===== config.mk =====
export PLATFORM = sky130hd
export DESIGN_NAME = mmspi_read_engine
export DESIGN_NICKNAME = d
export VERILOG_FILES = /design/src/rtl/mmspi_pkg.sv /design/src/rtl/mmspi_req_front.sv /design/src/rtl/mmspi_seq.sv /design/src/rtl/mmspi_pin_mux.sv /design/src/rtl/mmspi_read_engine.sv
export SDC_FILE = /design/constraint.sdc
export NUM_CORES = 1
export LEC_CHECK = 0
export BUFFER_PORTS_ARGS = -buffer_cell sky130_fd_sc_hd__buf_4
export CORE_MARGIN = 4
export CORE_UTILIZATION = 40
export CTS_CLUSTER_DIAMETER = 40
export CTS_CLUSTER_SIZE = 20
export DETAILED_ROUTE_END_ITERATION = 6
export GPL_TIMING_DRIVEN = 0
export PLACE_DENSITY = 0.57
export SLEW_MARGIN = 10
export SYNTH_ARGS = -nofsm -noshare
export SYNTH_HDL_FRONTEND = slang
export SYNTH_HIERARCHICAL = 1
export SYNTH_SLANG_ARGS = --single-unit
export TNS_END_PERCENT = 1

===== constraint.sdc =====
create_clock -name clk -period 3.2 [get_ports clk]
set_input_delay 0.32 -clock clk [delete_from_list [all_inputs] [get_ports clk]]
set_output_delay 0.32 -clock clk [all_outputs]
set_load 0.03 [all_outputs]

===== src/rtl/mmspi_pkg.sv =====
// Package: shared types and helpers of the memory-mapped SPI read engine.
// Assumes the setup word layout given in the brief.
package mmspi_pkg;

    localparam int CNT_W = 7;   // holds the longest phase (55 dummy clocks)

    typedef enum logic [1:0] {
        LN_SINGLE = 2'd0,
        LN_DUAL   = 2'd1,
        LN_RSVD   = 2'd2,
        LN_QUAD   = 2'd3
    } lane_mode_e;

    typedef struct packed {
        logic [7:0] opcode;
        logic [1:0] addr_bytes;
        logic [1:0] dummy_bytes;
        lane_mode_e mode;
        logic [4:0] dummy_bits;
    } rd_setup_t;

    typedef enum logic [2:0] {
        ST_IDLE,
        ST_CSON,
        ST_HDR,
        ST_DUMMY,
        ST_DATA,
        ST_CSOFF,
        ST_RESP
    } seq_state_e;

    // Pick out the fields a read uses from the packed setup word.
    function automatic rd_setup_t unpack_setup(input logic [31:0] w);
        rd_setup_t s;
        s.opcode      = w[7:0];
        s.addr_bytes  = w[9:8];
        s.dummy_bytes = w[11:10];
        s.mode        = lane_mode_e'(w[13:12]);
        s.dummy_bits  = w[28:24];
        return s;
    endfunction

    // Left-justify the low n address bytes in a 24-bit field.
    function automatic logic [23:0] place_addr(input logic [23:0] a, input logic [1:0] n);
        logic [23:0] r;
        case (n)
            2'd0:    r = 24'h0;
            2'd1:    r = {a[7:0], 16'h0};
            2'd2:    r = {a[15:0], 8'h0};
            default: r = a;
        endcase
        return r;
    endfunction

endpackage


===== src/rtl/mmspi_req_front.sv =====
// Module: request front end. Accepts a bus read only when the sequencer is
// idle, checks the switch and the chip-select field, and snapshots the
// setup word, address and chip index for the sequencer.
// Assumes req_cs carries index plus one, with 0 meaning no device.
module mmspi_req_front
    import mmspi_pkg::*;
#(
    parameter int NUM_CS     = 4,
    parameter int ADDR_W     = 24,
    parameter int CS_FIELD_W = 3,
    localparam int CS_IDX_W  = (NUM_CS > 1) ? $clog2(NUM_CS) : 1
) (
    input  logic                  clk,
    input  logic                  rst_n,
    input  logic                  req_valid_i,
    input  logic [ADDR_W-1:0]     req_addr_i,
    input  logic [CS_FIELD_W-1:0] req_cs_i,
    input  logic                  mm_on_i,
    input  logic [31:0]           setup_word_i,
    input  logic                  idle_i,
    output logic                  go_o,
    output logic                  rej_o,
    output rd_setup_t             setup_o,
    output logic [23:0]           addr_o,
    output logic [CS_IDX_W-1:0]   cs_idx_o
);

    localparam logic [CS_FIELD_W-1:0] CS_MAX = CS_FIELD_W'(NUM_CS);

    logic                  accept;
    logic                  cs_ok;
    logic [CS_FIELD_W-1:0] cs_m1;
    logic [23:0]           addr24;
    logic                  unused_setup_bits;

    // Reduce the request address to the 24 bits a flash header can carry.
    generate
        if (ADDR_W >= 24) begin : g_wide_addr
            assign addr24 = req_addr_i[23:0];
        end else begin : g_narrow_addr
            assign addr24 = {{(24 - ADDR_W){1'b0}}, req_addr_i};
        end
    endgenerate

    // Setup bits that a read never looks at (write opcode, spares).
    assign unused_setup_bits = ^{setup_word_i[31:29], setup_word_i[23:14]};

    assign accept = req_valid_i && idle_i;
    assign cs_ok  = (req_cs_i != '0) && (req_cs_i <= CS_MAX);
    assign cs_m1  = req_cs_i - CS_FIELD_W'(1);
    assign go_o   = accept && mm_on_i && cs_ok;
    assign rej_o  = accept && !(mm_on_i && cs_ok);

    // Snapshot the request and its setup when a read is started.
    always_ff @(posedge clk) begin
        if (!rst_n) begin
            setup_o  <= '0;
            addr_o   <= '0;
            cs_idx_o <= '0;
        end else if (go_o) begin
            setup_o  <= unpack_setup(setup_word_i);
            addr_o   <= addr24;
            cs_idx_o <= cs_m1[CS_IDX_W-1:0];
        end
    end

endmodule


===== src/rtl/mmspi_seq.sv =====
// Module: read sequencer. Walks chip-select setup, opcode/address header,
// dummy clocks and the data phase, generating SPI mode-0 clocks with one
// system clock per sclk phase, then releases the chip and pulses ready.
// Assumes setup_i and addr_i stay stable from go_i until ready_o.
module mmspi_seq
    import mmspi_pkg::*;
(
    input  logic        clk,
    input  logic        rst_n,
    input  logic        go_i,
    input  logic        rej_i,
    input  rd_setup_t   setup_i,
    input  logic [23:0] addr_i,
    input  logic [3:0]  io_in_i,
    output logic        idle_o,
    output logic        sclk_o,
    output logic        cs_act_o,
    output logic        mosi_o,
    output logic        io0_oe_o,
    output logic        ready_o,
    output logic        err_o,
    output logic [31:0] data_o
);

    seq_state_e       state_q;
    logic             ph_q;
    logic             sclk_q;
    logic             err_q;
    logic [CNT_W-1:0] cnt_q;
    logic [31:0]      hdr_q;
    logic [31:0]      rx_q;
    logic [31:0]      rx_next;
    logic [CNT_W-1:0] hdr_len;
    logic [CNT_W-1:0] dmy_len;
    logic [CNT_W-1:0] dat_len;
    logic             last_clk;

    // Phase lengths in sclk cycles, taken from the captured setup.
    assign hdr_len = CNT_W'(8) + CNT_W'({setup_i.addr_bytes, 3'b000});
    assign dmy_len = CNT_W'({setup_i.dummy_bytes, 3'b000}) + CNT_W'(setup_i.dummy_bits);

    // Data clocks and the next capture value for the selected line mode.
    always_comb begin
        case (setup_i.mode)
            LN_QUAD: begin
                dat_len = CNT_W'(8);
                rx_next = {rx_q[27:0], io_in_i};
            end
            LN_DUAL: begin
                dat_len = CNT_W'(16);
                rx_next = {rx_q[29:0], io_in_i[1:0]};
            end
            default: begin
                dat_len = CNT_W'(32);
                rx_next = {rx_q[30:0], io_in_i[1]};
            end
        endcase
    end

    assign last_clk = (cnt_q == '0);

    // Advance the sequence one sclk phase or one control step per cycle.
    always_ff @(posedge clk) begin
        if (!rst_n) begin
            state_q <= ST_IDLE;
            ph_q    <= 1'b0;
            sclk_q  <= 1'b0;
            err_q   <= 1'b0;
            cnt_q   <= '0;
            hdr_q   <= '0;
            rx_q    <= '0;
        end else begin
            case (state_q)
                ST_IDLE: begin
                    if (rej_i) begin
                        err_q   <= 1'b1;
                        state_q <= ST_RESP;
                    end else if (go_i) begin
                        err_q   <= 1'b0;
                        rx_q    <= '0;
                        state_q <= ST_CSON;
                    end
                end
                ST_CSON: begin
                    hdr_q   <= {setup_i.opcode, place_addr(addr_i, setup_i.addr_bytes)};
                    cnt_q   <= hdr_len - CNT_W'(1);
                    ph_q    <= 1'b0;
                    state_q <= ST_HDR;
                end
                ST_HDR, ST_DUMMY, ST_DATA: begin
                    if (!ph_q) begin
                        ph_q   <= 1'b1;
                        sclk_q <= 1'b1;
                        if (state_q == ST_DATA) begin
                            rx_q <= rx_next;
                        end
                    end else begin
                        ph_q   <= 1'b0;
                        sclk_q <= 1'b0;
                        if (state_q == ST_HDR) begin
                            hdr_q <= {hdr_q[30:0], 1'b0};
                        end
                        if (!last_clk) begin
                            cnt_q <= cnt_q - CNT_W'(1);
                        end else if (state_q == ST_HDR) begin
                            if (dmy_len != '0) begin
                                cnt_q   <= dmy_len - CNT_W'(1);
                                state_q <= ST_DUMMY;
                            end else begin
                                cnt_q   <= dat_len - CNT_W'(1);
                                state_q <= ST_DATA;
                            end
                        end else if (state_q == ST_DUMMY) begin
                            cnt_q   <= dat_len - CNT_W'(1);
                            state_q <= ST_DATA;
                        end else begin
                            state_q <= ST_CSOFF;
                        end
                    end
                end
                ST_CSOFF: state_q <= ST_RESP;
                ST_RESP:  state_q <= ST_IDLE;
                default:  state_q <= ST_IDLE;
            endcase
        end
    end

    assign idle_o   = (state_q == ST_IDLE);
    assign sclk_o   = sclk_q;
    assign cs_act_o = (state_q == ST_CSON) || (state_q == ST_HDR) ||
                      (state_q == ST_DUMMY) || (state_q == ST_DATA);
    assign mosi_o   = (state_q == ST_HDR) && hdr_q[31];
    assign io0_oe_o = (state_q == ST_HDR);
    assign ready_o  = (state_q == ST_RESP);
    assign err_o    = ready_o && err_q;
    assign data_o   = (ready_o && !err_q) ? rx_q : 32'h0;

endmodule


===== src/rtl/mmspi_pin_mux.sv =====
// Module: SPI pin owner switch. Decodes the engine's chip index into
// per-chip selects and hands sclk, chip selects and io lines either to the
// memory-mapped engine or to the command engine.
// Assumes the command engine uses io0 out and io1 in only.
module mmspi_pin_mux #(
    parameter int NUM_CS    = 4,
    localparam int CS_IDX_W = (NUM_CS > 1) ? $clog2(NUM_CS) : 1
) (
    input  logic                mm_on_i,
    input  logic                eng_sclk_i,
    input  logic                eng_cs_act_i,
    input  logic [CS_IDX_W-1:0] eng_cs_idx_i,
    input  logic                eng_mosi_i,
    input  logic                eng_io0_oe_i,
    input  logic                cmd_sclk_i,
    input  logic [NUM_CS-1:0]   cmd_cs_n_i,
    input  logic                cmd_mosi_i,
    output logic                cmd_miso_o,
    output logic                spi_sclk_o,
    output logic [NUM_CS-1:0]   spi_cs_n_o,
    output logic [3:0]          spi_io_out_o,
    output logic [3:0]          spi_io_oe_o,
    input  logic [3:0]          spi_io_in_i
);

    logic [NUM_CS-1:0] eng_cs_n;

    // One decoded select per chip.
    generate
        for (genvar i = 0; i < NUM_CS; i++) begin : g_cs
            assign eng_cs_n[i] = !(eng_cs_act_i && (eng_cs_idx_i == CS_IDX_W'(i)));
        end
    endgenerate

    // Route pins to the current owner.
    always_comb begin
        if (mm_on_i) begin
            spi_sclk_o   = eng_sclk_i;
            spi_cs_n_o   = eng_cs_n;
            spi_io_out_o = {3'b000, eng_mosi_i};
            spi_io_oe_o  = {3'b000, eng_io0_oe_i};
        end else begin
            spi_sclk_o   = cmd_sclk_i;
            spi_cs_n_o   = cmd_cs_n_i;
            spi_io_out_o = {3'b000, cmd_mosi_i};
            spi_io_oe_o  = 4'b0001;
        end
    end

    assign cmd_miso_o = spi_io_in_i[1];

endmodule


===== src/rtl/mmspi_read_engine.sv =====
// Module: top of the memory-mapped SPI flash read engine. Connects the
// request front, the read sequencer and the pin owner switch.
// Assumes one outstanding read at a time; a request is taken only when idle.
module mmspi_read_engine #(
    parameter int NUM_CS     = 4,
    parameter int ADDR_W     = 24,
    parameter int CS_FIELD_W = 3
) (
    input  logic                  clk,
    input  logic                  rst_n,
    input  logic [31:0]           cfg_setup,
    input  logic                  cfg_mm_on,
    input  logic                  req_valid,
    input  logic [ADDR_W-1:0]     req_addr,
    input  logic [CS_FIELD_W-1:0] req_cs,
    output logic                  rsp_ready,
    output logic                  rsp_err,
    output logic [31:0]           rsp_data,
    input  logic                  cmd_sclk,
    input  logic [NUM_CS-1:0]     cmd_cs_n,
    input  logic                  cmd_mosi,
    output logic                  cmd_miso,
    output logic                  spi_sclk,
    output logic [NUM_CS-1:0]     spi_cs_n,
    output logic [3:0]            spi_io_out,
    output logic [3:0]            spi_io_oe,
    input  logic [3:0]            spi_io_in
);

    import mmspi_pkg::*;

    localparam int CS_IDX_W = (NUM_CS > 1) ? $clog2(NUM_CS) : 1;

    logic                go;
    logic                rej;
    logic                idle;
    rd_setup_t           lat_setup;
    logic [23:0]         lat_addr;
    logic [CS_IDX_W-1:0] lat_cs_idx;
    logic                eng_sclk;
    logic                eng_cs_act;
    logic                eng_mosi;
    logic                eng_io0_oe;

    mmspi_req_front #(
        .NUM_CS     (NUM_CS),
        .ADDR_W     (ADDR_W),
        .CS_FIELD_W (CS_FIELD_W)
    ) front_i (
        .clk          (clk),
        .rst_n        (rst_n),
        .req_valid_i  (req_valid),
        .req_addr_i   (req_addr),
        .req_cs_i     (req_cs),
        .mm_on_i      (cfg_mm_on),
        .setup_word_i (cfg_setup),
        .idle_i       (idle),
        .go_o         (go),
        .rej_o        (rej),
        .setup_o      (lat_setup),
        .addr_o       (lat_addr),
        .cs_idx_o     (lat_cs_idx)
    );

    mmspi_seq seq_i (
        .clk      (clk),
        .rst_n    (rst_n),
        .go_i     (go),
        .rej_i    (rej),
        .setup_i  (lat_setup),
        .addr_i   (lat_addr),
        .io_in_i  (spi_io_in),
        .idle_o   (idle),
        .sclk_o   (eng_sclk),
        .cs_act_o (eng_cs_act),
        .mosi_o   (eng_mosi),
        .io0_oe_o (eng_io0_oe),
        .ready_o  (rsp_ready),
        .err_o    (rsp_err),
        .data_o   (rsp_data)
    );

    mmspi_pin_mux #(
        .NUM_CS (NUM_CS)
    ) mux_i (
        .mm_on_i      (cfg_mm_on),
        .eng_sclk_i   (eng_sclk),
        .eng_cs_act_i (eng_cs_act),
        .eng_cs_idx_i (lat_cs_idx),
        .eng_mosi_i   (eng_mosi),
        .eng_io0_oe_i (eng_io0_oe),
        .cmd_sclk_i   (cmd_sclk),
        .cmd_cs_n_i   (cmd_cs_n),
        .cmd_mosi_i   (cmd_mosi),
        .cmd_miso_o   (cmd_miso),
        .spi_sclk_o   (spi_sclk),
        .spi_cs_n_o   (spi_cs_n),
        .spi_io_out_o (spi_io_out),
        .spi_io_oe_o  (spi_io_oe),
        .spi_io_in_i  (spi_io_in)
    );

endmodule


Word-level counts from Yosys, hierarchy flattened
Cells that the tools add are included.
{"block": "classes", "n_addsub": 7, "order_cmp": 1, "n_eq_ne": 22, "mux": 34, "reduce_logical": 37}
{"cell": "$mux 32", "count": 7}
{"cell": "$pmux 32 s2", "count": 3}
{"cell": "$pmux 24 s3", "count": 1}
{"cell": "$mux 7", "count": 5}
{"cell": "$sub 7x1->7 const B", "count": 3}
{"cell": "$mux 3", "count": 6}
{"cell": "$pmux 7 s2", "count": 1}
{"cell": "$logic_and 1x1->1", "count": 13}
{"cell": "$pmux 3 s4", "count": 1}
{"cell": "$pmux 6 s2", "count": 1}
{"cell": "$eq 3x3->1 const B", "count": 3}
{"cell": "$reduce_and 3->1", "count": 3}
{"cell": "$eq 2x2->1 const B", "count": 4}
{"cell": "$ne 2x1->1 const B", "count": 4}
{"cell": "$logic_not 7->1", "count": 1}
{"cell": "$mux 1", "count": 7}
{"cell": "$reduce_bool 7->1", "count": 1}
{"cell": "$sub 6x1->7 const B", "count": 1}
{"cell": "$add 4x5->6 const A", "count": 1}
{"cell": "$add 5x5->6", "count": 1}
{"cell": "$eq 2x1->1 const B", "count": 3}
{"cell": "$eq 3x2->1 const B", "count": 2}
{"cell": "$logic_not 1->1", "count": 6}
{"cell": "$ne 2x2->1 const B", "count": 3}
{"cell": "15 further kinds", "count": 20}
{"block": "word_totals", "ff_bits": 122, "input_bits": 73, "output_inout_bits": 48, "word_cells": 115}

Logic depth before layout (Yosys ltp)
{"block": "logic_depth", "depth_word": 8, "mapped_depth": 11, "mapped_depth_nobuf": 9}

Cells and area by module
The synthesis kept the hierarchy.
{"module": "mmspi_seq", "instances": 1, "cells_per_inst": 603, "area_each_um2": 4765.8, "seq_area_each_um2": 1541.5}
{"module": "mmspi_req_front", "instances": 1, "cells_per_inst": 202, "area_each_um2": 1883.1, "seq_area_each_um2": 900.9}
{"module": "mmspi_pin_mux", "instances": 1, "cells_per_inst": 22, "area_each_um2": 166.4, "seq_area_each_um2": 0.0}

Least setup slack after synthesis
No wires, ideal clock.
{"block": "synth_path", "path_kind": "flip-flop to flip-flop", "startpoint": "register seq_i.state_q[2]", "endpoint": "register seq_i.rx_q[2]", "setup_time_ps": 128, "arrival_time_ps": 2126, "required_time_ps": 3072, "setup_slack_ps": 946, "path_stages_with_launch": 12, "n_path_buf": 5, "period_less_slack_ps": 2254, "path_cell_list": "dfxtp_1 -> buf_6 -> buf_2 -> nor3_1 -> and4_4 -> buf_12 -> buf_12 -> a22oi_1 -> nand2b_1 -> clkbuf_1 -> a22oi_1 -> nor2_1"}
{"block": "synth_via", "elab_chain_cells": 6, "elab_cells_between_ends": 16, "classes_between": "7 x eq/ne; 1 x mux; 8 x reduce/logical"}
{"item": "from (decl)", "line": "mmspi_seq.sv:25", "rtl": "seq_state_e state_q;"}
{"item": "from (signal assigned)", "line": "mmspi_seq.sv:65", "rtl": "state_q <= ST_IDLE;"}
{"item": "from (signal assigned)", "line": "mmspi_seq.sv:77", "rtl": "state_q <= ST_RESP;"}
{"item": "from (signal assigned)", "line": "mmspi_seq.sv:81", "rtl": "state_q <= ST_CSON;"}
{"item": "$logic_not 3->1", "line": "mmspi_seq.sv:128", "rtl": "assign idle_o = (state_q == ST_IDLE);"}
{"item": "net idle", "line": "mmspi_read_engine.sv:36", "rtl": "logic idle;"}
{"item": "$logic_and 1x1->1", "line": "mmspi_req_front.sv:48", "rtl": "assign accept = req_valid_i && idle_i;"}
{"item": "$logic_and 1x1->1 (2 in series)", "line": "mmspi_req_front.sv:51", "rtl": "assign go_o = accept && mm_on_i && cs_ok;"}
{"item": "net go", "line": "mmspi_read_engine.sv:34", "rtl": "logic go;"}
{"item": "$ne 2x2->1 (no line)"}
{"item": "$reduce_and 5->1 (no line)"}
{"item": "to (signal assigned)", "line": "mmspi_seq.sv:95", "rtl": "rx_q <= rx_next;"}
{"item": "to (decl)", "line": "mmspi_seq.sv:31", "rtl": "logic [31:0] rx_q;"}
The timed path passes the listed nets, and every way through them passes these cells.
A chain may end at the register's enable or synchronous reset.

Final worst setup path
{"block": "layout_path", "startpoint": "register front_i/setup_o[6] (netlist bit)", "endpoint": "register seq_i.rx_q[2]"}
{"block": "layout_via", "elab_chain_cells": 5, "elab_cells_between_ends": 6, "classes_between": "2 x eq/ne; 4 x mux"}
{"item": "from (decl)", "line": "mmspi_req_front.sv:23", "rtl": "output rd_setup_t setup_o,"}
{"item": "from (signal assigned)", "line": "mmspi_req_front.sv:61", "rtl": "setup_o <= unpack_setup(setup_word_i);"}
{"item": "$eq 2x1->1 or $eq 2x2->1 (tied branches)", "line": "mmspi_seq.sv:44", "rtl": "case (setup_i.mode)"}
{"item": "$pmux 32 s2 *", "line": "mmspi_seq.sv:44"}
{"item": "$mux 32 *", "line": "mmspi_seq.sv:94", "rtl": "if (state_q == ST_DATA) begin"}
{"item": "$mux 32 *", "line": "mmspi_seq.sv:91", "rtl": "if (!ph_q) begin"}
{"item": "$pmux 32 s2 *", "line": "mmspi_seq.sv:73", "rtl": "case (state_q)"}
Every way passes the cells marked *; elsewhere a longest branch is shown, timed or not. The select of a mux whose other input is x is not followed.

==> out/qor.txt <==
Status: finished clean
Residual DRC count: 0
R2R cell count: 10
Initial Util: 41.0%
DRT Wirelength: 18900 µm
Crit end category: flip-flop
Share of cells above drive strength 1: 21.1%
FF+latch count, synth: 122
Peak VDD IR: 0.450 mV
Port buffer count: 101
Startpoint types: flip-flop
Clk buf depth: 2
Yosys top cell by area: dfxtp_1
Power Total: 0.00619 W
Post-synth EDFFs: 0
Gpl congestion: 0.871
Worst hold-check path type: primary input to flip-flop
Hold path start: req_addr[22]
RR Startpoint: front_i/setup_o[6]
WL/cell: 16.0 µm
R2R Setup Slk: 0.44 ns
Die Span Y: 139 µm
Sequential element share of the synthesized area: 35.8%
Register area: 2440 µm²
WHS: 0.157 ns
Clock insertion delay at the later pin of the skew report: 0.41 ns
Synth Area in Adders: 1.76%
Die Wd: 139 µm
Grt total ovfl: 0
Final slew viol count: 0
Simple-gate share of the synthesized area: 22.7%
RSZ-0062 raised after global routing: no
Hold EP: front_i/addr_o[22]
Root Buffer: clkbuf_16
Post_cts resized: 0
Pleak: 3.14 nW
Nets: 1034
Placeable Area: 16600 µm²
Tcrit/Tclk final: 86.2%
Layout area overhead: 24.9%
Top cells by area, synth: dfxtp_1 (36%), mux2i_1 (11%), nand2_1 (9.4%), nor2_1 (4.0%), a22oi_1 (3.7%)
Post-DRT Antenna Nets: 0
Distinct cells, synth: 63
Post-synth ARST share: 0%
Relative slew slack: 56.3%
DR pass1 iterations: 5
Crit Path Class: flip-flop to flip-flop
Pwr Density: 727 nW/µm²
# hold bufs at CTS: 0
Total CTS buffers: 17
Capture point of the worst reg-to-reg path: seq_i/rx_q[2]
Max-cap violations: 0
Final Hold Viols: 0
All-Layer GR Usage: 19.4%
Routed via count: 6240
Post-Syn Instances: 827
Commonest cells after routing, fill and taps aside: nand2_1 (171), dfxtp_1 (122), buf_4 (112)
FMAX: 363 MHz
Drt first-iter violations: 476
Worst-path maximum fanout: 10
Final TNS setup: 0 ns
CTS tree: built
Largest family of logic cells by synthesized area: simple AND/OR/NAND/NOR gates
Post-DR vias/cell: 5.27
Xor and xnor area share after synthesis: 1.03%
CTS Sinks: 122
Synth Area in Compound Gates: 17.2%
Post-CTS setup buffers: 0
First-pass GRT wire length: 30700 µm
# diodes: 0
Prevailing post-synth register cell: dfxtp_1
Post-synth top area share: 35.8%
IO Pins: 121
Tmin final: 2.76 ns
Cell row count: 47
Crit path DAT: 3.03 ns
Mux share of post-synthesis cell area: 14.4%
Die Footprint: 19200 µm²
Number of global-route vias before repair: 5886
Setup Viol. Count Final: 0
Cell Area, Synth: 6820 µm²
Syn avg cell area: 8.24 µm²
Hold path cells: 3
Synth warnings: 6
Multi-input gate area in the final layout: 3910 µm²
Clock transition at path regs: 0.06 ns
Clock Skew: 0.00831 ns
H-tree level count: 4
Final HPWL DP: 14200 µm
Initial antenna violation count: 0
Commonest non-fill, non-tap cell in the layout: nand2_1
WP data required: 3.47 ns
Least-Margin Pin Slew: 0.650 ns
Largest net degree at the start of global routing: 17
Fillers: 1681
per-stage QoR:
step / cell area (µm²) / utilization [%] / cells / worst slack [ns]
final: 8510 / 51.1 / 1185 / 0.442
after floorplan: 6830 / - / 832 / 0.946
after global routing: 8510 / 51.1 / 1185 / 0.0569
after detailed placement: 7870 / 47.3 / 1153 / 0.416
after CTS: 8510 / 51.1 / 1185 / 0.410
after global placement: 7870 / 47.3 / 1153 / 0.423
Yosys cell counts (all sizes together) (3+ instances only):
master / count
a211oi: 4
a21oi: 24
a221o: 8
a221oi: 3
a22oi: 34
a311oi: 24
a32oi: 3
and2: 36
buf: 38
clkbuf: 37
dfxtp: 122
ha: 8
inv: 11
mux2: 19
mux2i: 76
nand2: 172
nand2b: 7
nand3: 25
nor2: 74
nor2b: 8
nor3: 7
nor3b: 3
nor4: 3
o211ai: 9
o21ai: 40
xnor2: 8
cell families after synthesis:
| logic type | after synthesis |
|---|---|
| and+or+nand+nor | 341 |
| AOI/OAI and AO/OA | 165 |
| DFF | 122 |
| muxes | 95 |
| buffers and inverters | 86 |
| adders and majority gates | 9 |
| xor gates and xnor gates | 8 |
| other | 1 |
area by class of cell:
| type | instances | share of cell area [%] |
|---|---|---|
| timing repair buffer | 101 | 8.91 |
| buffer | 75 | 5.19 |
| clock inverter | 13 | 2.25 |
| multi-input combinational | 624 | 45.9 |
| tap | 220 | 3.23 |
| sequential | 122 | 28.7 |
| clock buffer | 19 | 5.32 |
| inverter | 11 | 0.485 |
worst max-delay path, cell delays in order, from the launching register on:
cell      delay [ns]
dfxtp_1         0.38
clkbuf_1        0.28
buf_2           0.35
nand2b_1        0.18
ha_1            0.14
clkbuf_1        0.30
nand2b_1        0.19
clkbuf_1        0.39
o21ai_0         0.18
a22oi_1         0.16
nor2_1          0.05
report_power, final:
part	internal [W]	switching [W]	total, W
sequential	0.00173	0.000153	0.00189
combinational	0.000832	0.00139	0.00222
clock	0.00135	0.000729	0.00208
flip-flops by register name (all words and copies together) (netlist names):
signal / cells
front_i/addr_o: 24
front_i/cs_idx_o: 2
front_i/setup_o: 19
seq_i/cnt_q: 7
seq_i/err_q: 1
seq_i/hdr_q: 32
seq_i/ph_q: 1
seq_i/rx_q: 32
seq_i/sclk_o: 1
seq_i/state_q: 3
worst max-delay path by stage:
stage / slack (ns) / depth (start not counted) / start / end
2_1_floorplan: 0.95 / 11 / seq_i/state_q[2] / seq_i/rx_q[2]
3_3_place_gp: 0.42 / 10 / front_i/setup_o[6] / seq_i/rx_q[30]
6_report: 0.44 / 10 / front_i/setup_o[6] / seq_i/rx_q[2]
5_1_grt: 0.06 / 11 / seq_i/state_q[2] / seq_i/rx_q[22]
3_5_place_dp: 0.42 / 10 / front_i/setup_o[6] / seq_i/rx_q[30]
4_1_cts: 0.41 / 11 / seq_i/state_q[2] / seq_i/rx_q[13]
layer usage:
layer	GRT usage (%)	vias to the layer above	share of wire, %
met3	3.52	15	3.5
met1	27.2	2955	49
met4	4.63	0	0.87
li1	-	3147	-
met5	0	-	0
met2	31.1	123	47
No activity file was read; power rests on OpenSTA's default activity.
